<file path="src/rtl/spec_fault_pkg.sv">
package spec_fault_pkg;

  typedef enum logic [1:0] {
    OP_LOG    = 2'd0,
    OP_CLEAR  = 2'd1,
    OP_COMMIT = 2'd2,
    OP_STORE  = 2'd3
  } sfl_op_e;

  localparam logic [1:0] SZ_BYTE  = 2'd0;
  localparam logic [1:0] SZ_HALF  = 2'd1;
  localparam logic [1:0] SZ_WORD  = 2'd2;
  localparam logic [1:0] SZ_DWORD = 2'd3;

endpackage

</file>
<file path="src/rtl/sfl_store_fwd.sv">
module sfl_store_fwd
  import spec_fault_pkg::*;
#(
  parameter  int WORD_W = 32,
  localparam int DATA_W = 2 * WORD_W
) (
  input  logic [1:0]        size_i,
  input  logic [DATA_W-1:0] data_i,
  output logic [DATA_W-1:0] data_o,
  output logic [1:0]        words_o
);
  // narrow stores are zero-extended into a single word
  always_comb begin
    unique case (size_i)
      SZ_BYTE: begin
        data_o  = DATA_W'(data_i[7:0]);
        words_o = 2'd1;
      end
      SZ_HALF: begin
        data_o  = DATA_W'(data_i[15:0]);
        words_o = 2'd1;
      end
      SZ_WORD: begin
        data_o  = DATA_W'(data_i[WORD_W-1:0]);
        words_o = 2'd1;
      end
      default: begin
        data_o  = data_i;
        words_o = 2'd2;
      end
    endcase
  end
endmodule

</file>
<file path="src/rtl/sfl_first_hit.sv">
module sfl_first_hit #(
  parameter  int N     = 8,
  localparam int IDX_W = $clog2(N)
) (
  input  logic [N-1:0]     hits_i,
  output logic             found_o,
  output logic [IDX_W-1:0] idx_o
);
  // scan downward so the lowest set bit is the last one written
  always_comb begin
    found_o = 1'b0;
    idx_o   = '0;
    for (int i = N - 1; i >= 0; i--) begin
      if (hits_i[i]) begin
        found_o = 1'b1;
        idx_o   = IDX_W'(i);
      end
    end
  end
endmodule

</file>
<file path="src/rtl/sfl_entry_bank.sv">
module sfl_entry_bank #(
  parameter  int N     = 8,
  parameter  int ST_W  = 16,
  parameter  int AW    = 32,
  localparam int IDX_W = $clog2(N)
) (
  input  logic                    clk,
  input  logic                    rst_n,
  input  logic                    wr_en,
  input  logic [IDX_W-1:0]        wr_idx,
  input  logic [ST_W-1:0]         wr_st,
  input  logic [AW-1:0]           wr_ad,
  input  logic [N-1:0]            clr_vec,
  output logic [N-1:0][ST_W-1:0]  st_q,
  output logic [N-1:0][AW-1:0]    ad_q
);
  for (genvar g = 0; g < N; g++) begin : g_ent
    logic            hit_wr;
    logic            ent_en;
    logic [ST_W-1:0] st_d, st_r;
    logic [AW-1:0]   ad_d, ad_r;

    assign hit_wr = wr_en && (wr_idx == IDX_W'(g));
    assign ent_en = clr_vec[g] | hit_wr;

    // clearing zeroes the status word and its address register together
    always_comb begin
      if (clr_vec[g]) begin
        st_d = '0;
        ad_d = '0;
      end else begin
        st_d = wr_st;
        ad_d = wr_ad;
      end
    end

    always_ff @(posedge clk or negedge rst_n) begin
      if (!rst_n) begin
        st_r <= '0;
        ad_r <= '0;
      end else if (ent_en) begin
        st_r <= st_d;
        ad_r <= ad_d;
      end
    end

    assign st_q[g] = st_r;
    assign ad_q[g] = ad_r;
  end
endmodule

</file>
<file path="src/rtl/spec_fault_log.sv">
module spec_fault_log
  import spec_fault_pkg::*;
#(
  parameter  int ENTRIES = 8,
  parameter  int AW      = 32,
  parameter  int REG_W   = 6,
  parameter  int WORD_W  = 32,
  localparam int IDX_W   = $clog2(ENTRIES),
  localparam int CNT_W   = $clog2(ENTRIES + 1),
  localparam int CTL_W   = CNT_W + 2,
  localparam int DATA_W  = 2 * WORD_W,
  localparam int ST_W    = 7 + IDX_W + REG_W
) (
  input  logic              clk,
  input  logic              rst_n,
  input  logic              cfg_we,
  input  logic [CTL_W-1:0]  cfg_wdata,
  input  logic              op_valid,
  input  logic [1:0]        op_code,
  input  logic [AW-1:0]     op_addr,
  input  logic [REG_W-1:0]  op_dst,
  input  logic              op_all,
  input  logic              op_fp,
  input  logic [1:0]        op_size,
  input  logic              op_reg_err,
  input  logic              op_mem_err,
  input  logic              op_pending,
  input  logic [DATA_W-1:0] op_wdata,
  input  logic [IDX_W-1:0]  rd_idx,
  output logic [ST_W-1:0]   rd_status,
  output logic [AW-1:0]     rd_addr,
  output logic              alloc_ok,
  output logic              alloc_err,
  output logic [IDX_W-1:0]  alloc_idx,
  output logic              commit_exc,
  output logic              inval_req,
  output logic [AW-1:0]     inval_addr,
  output logic              fwd_valid,
  output logic              fwd_fp,
  output logic [REG_W-1:0]  fwd_dst,
  output logic [1:0]        fwd_words,
  output logic [DATA_W-1:0] fwd_data
);
  // status word field positions
  localparam int F_MEM    = 0;
  localparam int F_REG    = 1;
  localparam int F_DST_LO = 2;
  localparam int F_SZ_LO  = F_DST_LO + REG_W;
  localparam int F_IDX_LO = F_SZ_LO + 2;
  localparam int F_FP     = F_IDX_LO + IDX_W;
  localparam int F_AV     = F_FP + 1;
  localparam int F_VLD    = F_AV + 1;

  // ---------------- control register ----------------
  logic [CTL_W-1:0] ctl_d, ctl_q;
  logic             ctl_vld, ctl_log;
  logic [CNT_W-1:0] ctl_cnt;

  assign ctl_d = cfg_wdata;

  always_ff @(posedge clk or negedge rst_n) begin
    if (!rst_n)      ctl_q <= '0;
    else if (cfg_we) ctl_q <= ctl_d;
  end

  assign ctl_vld = ctl_q[CTL_W-1];
  assign ctl_log = ctl_q[CNT_W];
  assign ctl_cnt = ctl_q[CNT_W-1:0];

  // ---------------- entry bank ----------------
  logic [ENTRIES-1:0][ST_W-1:0] ent_st;
  logic [ENTRIES-1:0][AW-1:0]   ent_ad;
  logic [ENTRIES-1:0]           ent_vld, in_rng, live, free_v, cls_hit, adr_hit;

  for (genvar g = 0; g < ENTRIES; g++) begin : g_match
    assign ent_vld[g] = ent_st[g][F_VLD];
    assign in_rng[g]  = (CNT_W'(g) < ctl_cnt);
    assign live[g]    = ctl_vld & in_rng[g] & ent_vld[g];
    assign free_v[g]  = ctl_vld & in_rng[g] & ~ent_vld[g];
    assign cls_hit[g] = live[g] & (ent_st[g][F_FP] == op_fp) &
                        (op_all | (ent_st[g][F_DST_LO +: REG_W] == op_dst));
    assign adr_hit[g] = live[g] & (ent_ad[g] == op_addr);
  end

  // ---------------- operation decode ----------------
  sfl_op_e op_e;
  logic    do_log, do_clear, do_commit, do_store;

  assign op_e      = sfl_op_e'(op_code);
  assign do_log    = op_valid && (op_e == OP_LOG)    && ctl_vld && ctl_log;
  assign do_clear  = op_valid && (op_e == OP_CLEAR)  && ctl_vld && ctl_log;
  assign do_commit = op_valid && (op_e == OP_COMMIT) && ctl_vld && ctl_log && op_pending;
  assign do_store  = op_valid && (op_e == OP_STORE);

  // lowest free entry; R8: lowest address match
  logic             free_found, st_found;
  logic [IDX_W-1:0] free_idx, st_idx;

  sfl_first_hit #(.N(ENTRIES)) u_free_pick (
    .hits_i (free_v),
    .found_o(free_found),
    .idx_o  (free_idx)
  );

  sfl_first_hit #(.N(ENTRIES)) u_addr_pick (
    .hits_i (adr_hit),
    .found_o(st_found),
    .idx_o  (st_idx)
  );

  logic             bank_wr;
  logic [ST_W-1:0]  new_st;
  logic [ENTRIES-1:0] clr_vec;

  assign bank_wr = do_log & free_found;
  assign new_st  = {1'b1, 1'b1, op_fp, free_idx, op_size, op_dst, op_reg_err, op_mem_err};
  assign clr_vec = (do_clear | do_commit) ? cls_hit : '0;

  sfl_entry_bank #(.N(ENTRIES), .ST_W(ST_W), .AW(AW)) u_bank (
    .clk    (clk),
    .rst_n  (rst_n),
    .wr_en  (bank_wr),
    .wr_idx (free_idx),
    .wr_st  (new_st),
    .wr_ad  (op_addr),
    .clr_vec(clr_vec),
    .st_q   (ent_st),
    .ad_q   (ent_ad)
  );

  assign rd_status = ent_st[rd_idx];
  assign rd_addr   = ent_ad[rd_idx];

  // ---------------- store forwarding ----------------
  logic [DATA_W-1:0] fdata;
  logic [1:0]        fwords;
  logic              hit_fp;
  logic [REG_W-1:0]  hit_dst;

  sfl_store_fwd #(.WORD_W(WORD_W)) u_fwd (
    .size_i (op_size),
    .data_i (op_wdata),
    .data_o (fdata),
    .words_o(fwords)
  );

  assign hit_fp  = ent_st[st_idx][F_FP];
  assign hit_dst = ent_st[st_idx][F_DST_LO +: REG_W];

  // ---------------- response stage ----------------
  logic              ok_d, err_d, cexc_d, inv_d;
  logic [IDX_W-1:0]  idx_d;
  logic [AW-1:0]     iaddr_d;
  logic              ffp_d;
  logic [REG_W-1:0]  fdst_d;
  logic [1:0]        fwords_d;
  logic [DATA_W-1:0] fdata_d;

  always_comb begin
    ok_d     = bank_wr;
    err_d    = do_log & ~free_found;
    idx_d    = bank_wr ? free_idx : '0;
    cexc_d   = do_commit;
    inv_d    = do_store & st_found;
    iaddr_d  = inv_d ? op_addr : '0;
    ffp_d    = inv_d & hit_fp;
    fdst_d   = inv_d ? hit_dst : '0;
    fwords_d = inv_d ? fwords : '0;
    fdata_d  = inv_d ? fdata : '0;
  end

  always_ff @(posedge clk or negedge rst_n) begin
    if (!rst_n) begin
      alloc_ok   <= 1'b0;
      alloc_err  <= 1'b0;
      alloc_idx  <= '0;
      commit_exc <= 1'b0;
      inval_req  <= 1'b0;
      inval_addr <= '0;
      fwd_valid  <= 1'b0;
      fwd_fp     <= 1'b0;
      fwd_dst    <= '0;
      fwd_words  <= '0;
      fwd_data   <= '0;
    end else begin
      alloc_ok   <= ok_d;
      alloc_err  <= err_d;
      alloc_idx  <= idx_d;
      commit_exc <= cexc_d;
      inval_req  <= inv_d;
      inval_addr <= iaddr_d;
      fwd_valid  <= inv_d;
      fwd_fp     <= ffp_d;
      fwd_dst    <= fdst_d;
      fwd_words  <= fwords_d;
      fwd_data   <= fdata_d;
    end
  end
endmodule

</file>
<file path="config.mk">
export PLATFORM = sky130hd
export DESIGN_NAME = spec_fault_log
export DESIGN_NICKNAME = d
export VERILOG_FILES = /design/src/rtl/spec_fault_pkg.sv /design/src/rtl/sfl_store_fwd.sv /design/src/rtl/sfl_first_hit.sv /design/src/rtl/sfl_entry_bank.sv /design/src/rtl/spec_fault_log.sv
export SDC_FILE = /design/constraint.sdc
export NUM_CORES = 1
export LEC_CHECK = 0
export ABC_AREA = 0
export BUFFER_PORTS_ARGS = -buffer_cell sky130_fd_sc_hd__buf_2
export CAP_MARGIN = 20
export CORE_MARGIN = 3
export CORE_UTILIZATION = 40
export CTS_BUF_LIST = sky130_fd_sc_hd__clkbuf_2
export CTS_CLUSTER_SIZE = 12
export DETAILED_ROUTE_END_ITERATION = 10
export HOLD_SLACK_MARGIN = 0.08
export PLACE_DENSITY = 0.55
export REMOVE_ABC_BUFFERS = 1
export SYNTH_ARGS = -nofsm -noshare
export SYNTH_HDL_FRONTEND = slang
export SYNTH_SLANG_ARGS = --single-unit
export TNS_END_PERCENT = 10
</file>
<file path="constraint.sdc">
create_clock -name clk -period 4.8 [get_ports clk]
set_input_delay 0.72 -clock clk [delete_from_list [all_inputs] [get_ports clk]]
set_output_delay 0.72 -clock clk [all_outputs]
set_load 0.02 [all_outputs]
</file>
==> flow_summary_export.csv, run 1 <==
group,metric,value,unit
routing,dr.pass1.iters,7,
cts,cts.sinks,494,
logic_synthesis,synth_warnings,0,
cells_and_area,fin_nets,3225,
routing,drt_drc_violations_left,0,
routing,ant_nets,0,
floorplanning,rows,92,
global_routing,grt_pass1_vias,22638,
cts,path_clk_slew,0.10,ns
power,combinationalPowerShare,18.2,%
timing,rsz0062_at_grt,"false",
cts,cts_buffers,140,
power,ir_worst_vdd,0.205,mV
timing,min_period,4.26,ns
power,switching_share,33.3,%
timing,skew,0.113,ns
floorplanning,fp.dieW,260,um
hold_path,hp-class,"input port to register",
placement,gp_congestion,0.910,
routing,finalWirelength,96500,um
cts,htree_levels,4,
timing,fmax,0.235,GHz
cells_and_area,drive_above_1_share,23.0,%
global_routing,grt_antenna_before_repair,4,
routing,wl_met3,8940,um
power,powerDensity,325,mW/mm^2
routing,drt-initial-drc-count,2114,
timing,worst_slew_pin_slew,1.08,ns
job,cap_violations,0,
cells_and_area,fill_cells,5799,
cts,insertion_delay,1.36,ns
cts,cts_resized,0,
routing,top_layer,"met5",
power,power.share.sequential,48.5,%
cells_and_area,syn2layout_area_growth,22.6,%
timing,final.setup.tns,0,ns
timing,final.period_utilization,88.8,%
cts,cts_max_path_buffers,3,
placement,portBuffers,284,
global_routing,grt_overflow_total,0,
run_status,status,"completed",
logic_synthesis,synth_cell_types,55,
routing,routedLengthMet1,39700,um
routing,vias,22212,
power,p_int,6.85,mW
floorplanning,dieArea,0.0675,mm^2
floorplanning,initial_utilization,40.6,%
critical_path,cp_max_fo,33,
logic_synthesis,synth_area,0.0258,mm^2
routing,wl_per_cell,23.8,um
power,clkPwrFrac,33.3,%
logic_synthesis,synth-main-ff-cell,"dfrtp_1",
global_routing,grt_max_degree,119,
cts,cts_tree,"built",
cts,post-cts-setup-buffers,0,
timing,setup_ws,0.540,ns
power,switchingPower,3.41,mW
critical_path,cp.required,6.03,ns
logic_synthesis,synth-seq-area-share,48.0,%
floorplanning,ioPinCount,285,
critical_path,setup.worst_path.class,"register to register",
floorplanning,die_h,260,um
routing,wl_met2,44600,um
cts,hold_buffers,243,
logic_synthesis,ys_ff_latch,494,
timing,setup_viol_count_final,0,
placement,post-dp-hpwl,58500,um
logic_synthesis,synth_edf_count,0,
placement,dp_slack,0.721,ns
logic_synthesis,synthArstFlopShare,100,%
routing,drt-vias-per-instance,5.48,
critical_path,cp.arrival,5.49,ns
floorplanning,coreArea,0.0634,mm^2
cts,cts_root_buf,"clkbuf_2",
logic_synthesis,syn_inst,2628,
global_routing,grt_pass1_wl,146000,um
logic_synthesis,syn_area_per_cell,9.81,um^2
timing,slew_viol_final,0,
critical_path,setup.worst_path.start_class,"register",
critical_path,worst_setup_path_end_kind,"register",
global_routing,track_usage,28.9,%
timing,slew_headroom,26.8,%
timing,finalHoldViolCount,0,
power,p_leak,15.3,nW
## metal layers
metal  vias up  global-route usage, %
met2      1151                   45.0
met4         2                   10.6
met3       188                   7.19
met1     11026                   39.2
li1       9845                      -
met5         -                      0
## power by group through the flow
stage	combinational, mW	sequential [mW]	clock [mW]
final	1.87	4.97	3.41
after global routing	2.03	5.03	3.73
after CTS	1.86	4.96	3.50
after detailed placement	1.72	5.04	0
after global placement	1.69	5.02	0
after floorplan	0.981	4.90	0
## final cells by class
cell class	count	area [um^2]	share of cell area, %
inverter	12	45.0	0.143
timing repair buffer	573	4410	14.0
multi-input combinational	1880	12400	39.1
antenna	5	12.5	0.0396
clock inverter	36	304	0.962
tap	846	1060	3.35
clock buffer	209	1050	3.31
sequential	494	12400	39.1
## placed cells by master, fill, tap and decap left out, drive strengths merged, types with 7 or more instances in the layout
master	count
nand2	707
mux4	94
a21o	8
o21a	13
mux2	52
nor2	14
nor2b	13
nand4	28
and2	87
clkinv	25
a31oi	15
or4	8
o221ai	9
xnor2	86
nand3	95
o21ai	266
and3	24
nand2b	12
dfrtp	494
buf	331
inv	16
xor2	226
o22ai	7
clkbuf	209
a21oi	11
nor4	61
nor3	16
dlygate4sd3	242
## Yosys cell counts, types with 12 or more instances
cell,number,area share [%]
clkbuf_1,167,2.4
mux4_2,94,8.2
inv_1,12,0.17
a31oi_1,14,0.34
nor3_1,15,0.29
dfrtp_1,494,48
xnor2_1,86,2.9
o21a_1,13,0.38
o21ai_0,265,5.1
buf_1,12,0.17
buf_4,16,0.47
nand2_1,706,10
xor2_1,226,7.7
mux2_2,52,2.3
nand4_1,28,0.68
and2_1,87,2.1
nor2_1,14,0.20
nor4_1,60,1.5
and3_1,24,0.58
buf_2,34,0.66
nand3_1,95,1.8
## final timing paths
check | startpoint | slack (ns) | cells after the start | to
min in group asynchronous | rst_n | 0.66 | 4 | u_bank.g_ent[6].st_r[13]
min reg2reg | u_bank.g_ent[6].st_r[11] | 0.48 | 1 | u_bank.g_ent[6].st_r[11]
max reg2reg | ctl_q[5] | 0.54 | 12 | fwd_data[62]
max | ctl_q[5] | 0.54 | 12 | fwd_data[62]
min | op_mem_err | 0.23 | 4 | u_bank.g_ent[3].st_r[0]
max in group asynchronous | rst_n | 3.49 | 4 | inval_addr[2]
## cell families after synthesis
group / count (synthesis) / share of synthesized area [%]
mux: 147 / 10.5
simple gates: 1076 / 18.9
flops: 494 / 48.0
buf+inv: 254 / 4.40
compound gates: 345 / 7.61
xor+xnor: 312 / 10.6
## sequential cells by signal, indices dropped and copies added (netlist names)
| register | flops |
|---|---|
| alloc_err | 1 |
| alloc_idx | 3 |
| alloc_ok | 1 |
| commit_exc | 1 |
| ctl_q | 6 |
| fwd_data | 64 |
| fwd_dst | 6 |
| fwd_fp | 1 |
| fwd_valid | 1 |
| fwd_words | 2 |
| inval_addr | 32 |
| u_bank.g_ent.ad_r | 256 |
| u_bank.g_ent.st_r | 120 |
## stage by stage
stage | util [%] | hold slack, ns | std cells | power, mW | cell area [um^2]
2_1_floorplan | - | 0.424 | 2386 | 5.88 | 24700
3_3_place_gp | 43.8 | 0.455 | 3562 | 6.72 | 27800
3_5_place_dp | 43.8 | 0.464 | 3562 | 6.76 | 27800
4_1_cts | 49.8 | 0.0886 | 4050 | 10.3 | 31600
5_1_grt | 49.8 | 0.138 | 4055 | 10.8 | 31600
6_report | 49.8 | 0.229 | 4055 | 10.3 | 31600
## worst max-delay path, cell delays in order (launching register included)
cell	delay, ns
dfrtp_1	0.63
nand3_1	0.26
nor3_1	0.49
nand4_1	0.15
nor4_1	0.63
nand2b_2	0.26
nor3_2	0.07
a21oi_4	0.24
buf_4	0.22
and3_1	0.17
buf_4	0.26
and2_1	0.18
dlygate4sd3_1	0.56
No activity file was read; power rests on OpenSTA's default activity.
==> inputs of run 2 (changes only) <==
--- a/config.mk
+++ b/config.mk
@@ -14,6 +14,7 @@
 export CTS_CLUSTER_SIZE = 12
 export DETAILED_ROUTE_END_ITERATION = 10
 export HOLD_SLACK_MARGIN = 0.08
+export MAX_ROUTING_LAYER = met4
 export PLACE_DENSITY = 0.55
 export REMOVE_ABC_BUFFERS = 1
 export SYNTH_ARGS = -nofsm -noshare
==> flow_summary_export.csv, run 2 (synthesis results as in run 1) <==
group,metric,value,unit
run_status,status,"completed",
cells_and_area,final_area,0.0315,mm^2
routing,wl_per_cell,23.7,um
placement,placed_area,0.0278,mm^2
critical_path,setup.worst_path.start_class,"register",
cts,cts.sinks,494,
floorplanning,die_h,260,um
routing,dr.pass1.iters,6,
floorplanning,fp.dieW,260,um
power,p_leak,15.2,nW
cells_and_area,final_util,49.7,%
job,cap_violations,0,
routing,drt-vias-per-instance,5.47,
cts,path_clk_slew,0.11,ns
cts,insertion_delay,1.36,ns
cts,cts_max_path_buffers,3,
timing,final.setup.tns,0,ns
floorplanning,coreArea,0.0634,mm^2
critical_path,cp.arrival,5.84,ns
hold_path,hp-class,"input port to register",
cts,cts_root_buf,"clkbuf_2",
cells_and_area,fin_nets,3222,
timing,fmax,0.219,GHz
timing,min_period,4.56,ns
timing,rsz0062_at_grt,"false",
global_routing,grt_antenna_before_repair,3,
cts,htree_levels,4,
timing,finalHoldViolCount,0,
placement,post-dp-hpwl,58500,um
global_routing,grt_pass1_vias,22714,
cells_and_area,top_regs,"u_bank.g_ent.ad_r x256, u_bank.g_ent.st_r x120, fwd_data x64",
global_routing,grt_overflow_total,0,
routing,routedLengthMet1,39300,um
critical_path,cp.required,6.07,ns
power,powerDensity,320,mW/mm^2
cts,post-cts-setup-buffers,0,
critical_path,cp_max_fo,33,
routing,drt_drc_violations_left,0,
global_routing,grt_pass1_wl,145000,um
critical_path,setup.worst_path.class,"register to register",
routing,finalWirelength,95900,um
placement,gp_congestion,0.934,
critical_path,worst_setup_path_end_kind,"register",
cells_and_area,largest-register,"u_bank.g_ent.ad_r",
routing,top_layer,"met4",
floorplanning,rows,92,
cells_and_area,drive_above_1_share,22.7,%
cells_and_area,largest_reg_flops,256,
cts,cts_tree,"built",
routing,vias,22100,
timing,worst_slew_pin_slew,1.13,ns
placement,portBuffers,284,
timing,slew_viol_final,0,
routing,drt-initial-drc-count,1930,
cts,cts_buffers,140,
floorplanning,dieArea,0.0675,mm^2
floorplanning,ioPinCount,285,
timing,skew,0.102,ns
cells_and_area,syn2layout_area_growth,22.2,%
timing,slew_headroom,24.0,%
cells_and_area,layout_commonest_cell,"nand2_1",
global_routing,grt_max_degree,149,
timing,setup_viol_count_final,0,
routing,ant_nets,0,
cells_and_area,layout_common_cells,"nand2_1, dfrtp_1, buf_2",
timing,final.period_utilization,95.1,%
floorplanning,initial_utilization,40.6,%
routing,wl_met3,8770,um
global_routing,track_usage,29.6,%
routing,wl_met2,44700,um
power,ir_worst_vdd,0.201,mV
## run 2: cell types whose count changed in the layout (fill, tap and decap cells not counted)
cell	change
bufinv_16	-1
diode_2	+2
dlygate4sd3_1	-1
clkinvlp_4	+1
clkbuf_2	-15
clkinv_2	+1
clkinv_1	-1
buf_4	-4
buf_12	+2
## run 2: final cells by class
class / count / area [um^2]
Timing Repair Buffer: 570 / 4410
Clock inverter: 36 / 283
Clock buffer: 194 / 971
Inverter: 12 / 45.0
Sequential cell: 494 / 12400
Antenna cell: 7 / 17.5
Multi-Input combinational cell: 1880 / 12400
Fill cell: 5789 / 31900
Tap cell: 846 / 1060
## run 2: worst max-delay path: stages (launching register included)
cell           delay (ns)
dfrtp_1              0.62
nand3_1              0.26
nor3_1               0.52
nand4_1              0.21
nor4_1               0.87
nand2b_2             0.29
nor3_2               0.08
a21oi_4              0.18
buf_4                0.23
and3_1               0.18
buf_4                0.27
and2_1               0.18
dlygate4sd3_1        0.57
## run 2: per-stage QoR
| step | std cells | hold slack (ns) | power [mW] | setup slack [ns] |
|---|---|---|---|---|
| floorplan | 2386 | 0.424 | 5.88 | 0.0210 |
| global placement | 3560 | 0.453 | 6.70 | 0.426 |
| detailed placement | 3560 | 0.464 | 6.75 | 0.400 |
| CTS | 4032 | 0.0815 | 10.2 | 0.342 |
| global route | 4038 | 0.115 | 10.6 | 0.0769 |
| finish | 4039 | 0.215 | 10.1 | 0.235 |
## run 2: report_power, final
group | internal [mW] | leakage, nW | switching (mW)
Combinational | 0.825 | 7.50 | 1.03
Sequential | 4.54 | 6.77 | 0.425
Clock | 1.35 | 0.943 | 1.91
## run 2: repair_timing
action / CTS / global route
hold buffers: 242 / 0
hold endpoints to repair: 954 / 0
gates resized for setup: 0 / 0
setup endpoints to repair: 0 / 0
## run 2: path summary, 6_finish.rpt
check / from / end / slack (ns) / depth (start not counted)
max: ctl_q[5] / fwd_data[42] / 0.24 / 12
min: op_reg_err / u_bank.g_ent[7].st_r[1] / 0.21 / 4
max reg2reg: ctl_q[5] / fwd_data[42] / 0.24 / 12
min reg2reg: u_bank.g_ent[6].st_r[12] / u_bank.g_ent[6].st_r[12] / 0.48 / 1
max in group asynchronous: rst_n / fwd_data[3] / 3.34 / 4
min in group asynchronous: rst_n / u_bank.g_ent[5].st_r[5] / 0.54 / 4
## run 2: layer usage
metal,track usage [%],vias to the layer above
met5,-,-
met4,10.4,0
met3,7.25,201
met2,45.2,1108
met1,38.5,10953
li1,-,9838
==> inputs of run 3 (changes only) <==
--- a/config.mk
+++ b/config.mk
@@ -9,13 +9,13 @@
 export BUFFER_PORTS_ARGS = -buffer_cell sky130_fd_sc_hd__buf_2
 export CAP_MARGIN = 20
 export CORE_MARGIN = 3
-export CORE_UTILIZATION = 40
+export CORE_UTILIZATION = 60
 export CTS_BUF_LIST = sky130_fd_sc_hd__clkbuf_2
 export CTS_CLUSTER_SIZE = 12
 export DETAILED_ROUTE_END_ITERATION = 10
 export HOLD_SLACK_MARGIN = 0.08
 export MAX_ROUTING_LAYER = met4
-export PLACE_DENSITY = 0.55
+export PLACE_DENSITY = 0.78
 export REMOVE_ABC_BUFFERS = 1
 export SYNTH_ARGS = -nofsm -noshare
 export SYNTH_HDL_FRONTEND = slang
==> constraint.sdc (replaced) <==
create_clock -name clk -period 4.35 [get_ports clk]
set_input_delay 0.6525 -clock clk [delete_from_list [all_inputs] [get_ports clk]]
set_output_delay 0.6525 -clock clk [all_outputs]
set_load 0.02 [all_outputs]
==> flow_summary_export.csv, run 3 (synthesis results as in run 1) <==
group,metric,value,unit
run_status,status,"completed",
cts,path_clk_slew,0.11,ns
placement,gp_congestion,1.01,
cells_and_area,largest-register,"u_bank.g_ent.ad_r",
power,ir_worst_vdd,0.251,mV
timing,skew,0.0917,ns
floorplanning,coreArea,0.0422,mm^2
routing,drt-vias-per-instance,6.20,
critical_path,setup.worst_path.start_class,"register",
critical_path,cp_max_fo,33,
job,cap_violations,0,
cts,cts_root_buf,"clkbuf_2",
routing,drt_drc_violations_left,0,
hold_path,hp-class,"input port to register",
timing,fmax,0.234,GHz
critical_path,cp.arrival,5.49,ns
floorplanning,ioPinCount,285,
critical_path,worst_setup_path_end_kind,"register",
timing,final.period_utilization,98.1,%
global_routing,grt_pass1_vias,24017,
cts,post-cts-setup-buffers,0,
timing,holdWs,0.218,ns
placement,post-dp-hpwl,54600,um
placement,placed_area,0.0276,mm^2
floorplanning,rows,75,
cts,cts_max_path_buffers,3,
cts,cts_tree,"built",
power,total_power,10.9,mW
global_routing,grt_antenna_before_repair,6,
routing,ant_nets,0,
global_routing,grt_pass1_wl,140000,um
cells_and_area,largest_reg_flops,256,
critical_path,setup.worst_path.class,"register to register",
timing,rsz0062_at_grt,"false",
cells_and_area,drive_above_1_share,23.3,%
critical_path,worst-path-buf-inv,3,
routing,dr.pass1.iters,8,
cts,cts.sinks,494,
timing,worst_slew_pin_slew,0.925,ns
critical_path,max_stage_delay,0.66,ns
timing,min_period,4.27,ns
routing,finalWirelength,92500,um
cells_and_area,layout_commonest_cell,"nand2_1",
global_routing,grt_max_degree,93,
power,powerDensity,348,mW/mm^2
routing,drt-initial-drc-count,2888,
timing,setup_viol_count_final,0,
global_routing,grt_overflow_total,0,
cts,insertion_delay,1.32,ns
cts,htree_levels,4,
placement,portBuffers,284,
timing,slew_headroom,37.8,%
cells_and_area,fin_nets,3268,
routing,wl_per_cell,24.5,um
cells_and_area,top_regs,"u_bank.g_ent.ad_r x256, u_bank.g_ent.st_r x120, fwd_data x64",
cells_and_area,layout_common_cells,"nand2_1, dfrtp_1, buf_2",
floorplanning,die_h,213,um
critical_path,cp.required,5.57,ns
critical_path,crit_family,"simple AND/OR/NAND/NOR gates",
routing,vias,23418,
timing,finalHoldViolCount,0,
cells_and_area,fill_cells,2884,
global_routing,track_usage,42.7,%
power,p_leak,15.5,nW
critical_path,cpMostUsedCell,"nand4_1",
cts,cts_buffers,135,
floorplanning,initial_utilization,61.0,%
timing,slew_viol_final,0,
cells_and_area,final_area,0.0315,mm^2
critical_path,cp_cell_sequence,"xnor2_1 > nand4_1 > nor4_1 > nand4_1 > nor2b_2 > nor2b_4 > a21oi_4 > buf_4 > and3_1 > buf_12 > and2_1 > dlygate4sd3_1",
cells_and_area,syn2layout_area_growth,22.1,%
floorplanning,fp.dieW,213,um
critical_path,slowest_stage,"nor4_1",
floorplanning,dieArea,0.0455,mm^2
[run 3: changes by cell type in the layout (fill, tap and decap cells not counted), sizes merged]
cell | previous run | this run
clkinvlp | 2 | 1
inv | 16 | 18
bufinv | 5 | 2
clkinv | 25 | 26
dlygate4sd3 | 241 | 260
clkbuf | 194 | 191
buf | 329 | 361
[run 3: cell type report]
class / instances / area [um^2] / area share, %
sequential: 494 / 12400 / 39.3
antenna: 7 / 17.5 / 0.0557
timing repair buffer: 621 / 4840 / 15.4
inverter: 12 / 45.0 / 0.143
clock buffer: 191 / 956 / 3.04
multi-input combinational: 1880 / 12400 / 39.3
tap: 539 / 674 / 2.14
clock inverter: 35 / 191 / 0.608
[run 3: tightest hold or removal path, stage by stage]
cell and delay, ns:
dlygate4sd3_1 0.53, buf_2 0.17, nand2_1 0.07, nand2_1 0.04
[run 3: report_power, final]
group | switching, mW | internal (mW) | total, mW
combinational | 1.18 | 0.937 | 2.12
clock | 2.04 | 1.29 | 3.33
sequential | 0.477 | 5.01 | 5.49
total | 3.70 | 7.24 | 10.9
[run 3: layer usage]
layer	GRT usage, %	vias to the layer above	part of all wire (%)
met4	26.1	0	6.3
met5	-	-	0
met1	52.8	11292	36
met3	12.9	427	12
met2	62.1	1742	45
li1	-	9957	-
[run 3: path summary, 6_finish.rpt]
kind,start,end,slack [ns],cells after the start
min,op_reg_err,u_bank.g_ent[3].st_r[1],0.22,4
max in group asynchronous,rst_n,inval_addr[6],3.21,4
min reg2reg,u_bank.g_ent[5].st_r[12],u_bank.g_ent[5].st_r[12],0.48,1
max,u_bank.g_ent[3].ad_r[19],fwd_data[43],0.08,12
min in group asynchronous,rst_n,u_bank.g_ent[5].ad_r[3],0.65,4
max reg2reg,u_bank.g_ent[3].ad_r[19],fwd_data[43],0.08,12
[run 3: stage by stage]
stage          utilization, %  setup WS [ns]  setup TNS, ns  cells
2_1_floorplan               -         -0.362         -33.54   2386
3_3_place_gp             65.5          0.142              0   3285
3_5_place_dp             65.5          0.149              0   3285
4_1_cts                  74.4          0.162              0   3772
5_1_grt                  74.5         0.0791              0   3779
6_report                 74.5         0.0820              0   3779
[run 3: repair_timing]
action | in CTS | in global routing
endpoints found under the hold margin | 935 | 0
gates resized for setup | 0 | 5
setup endpoints to repair | 0 | 32
hold buffers | 261 | 0
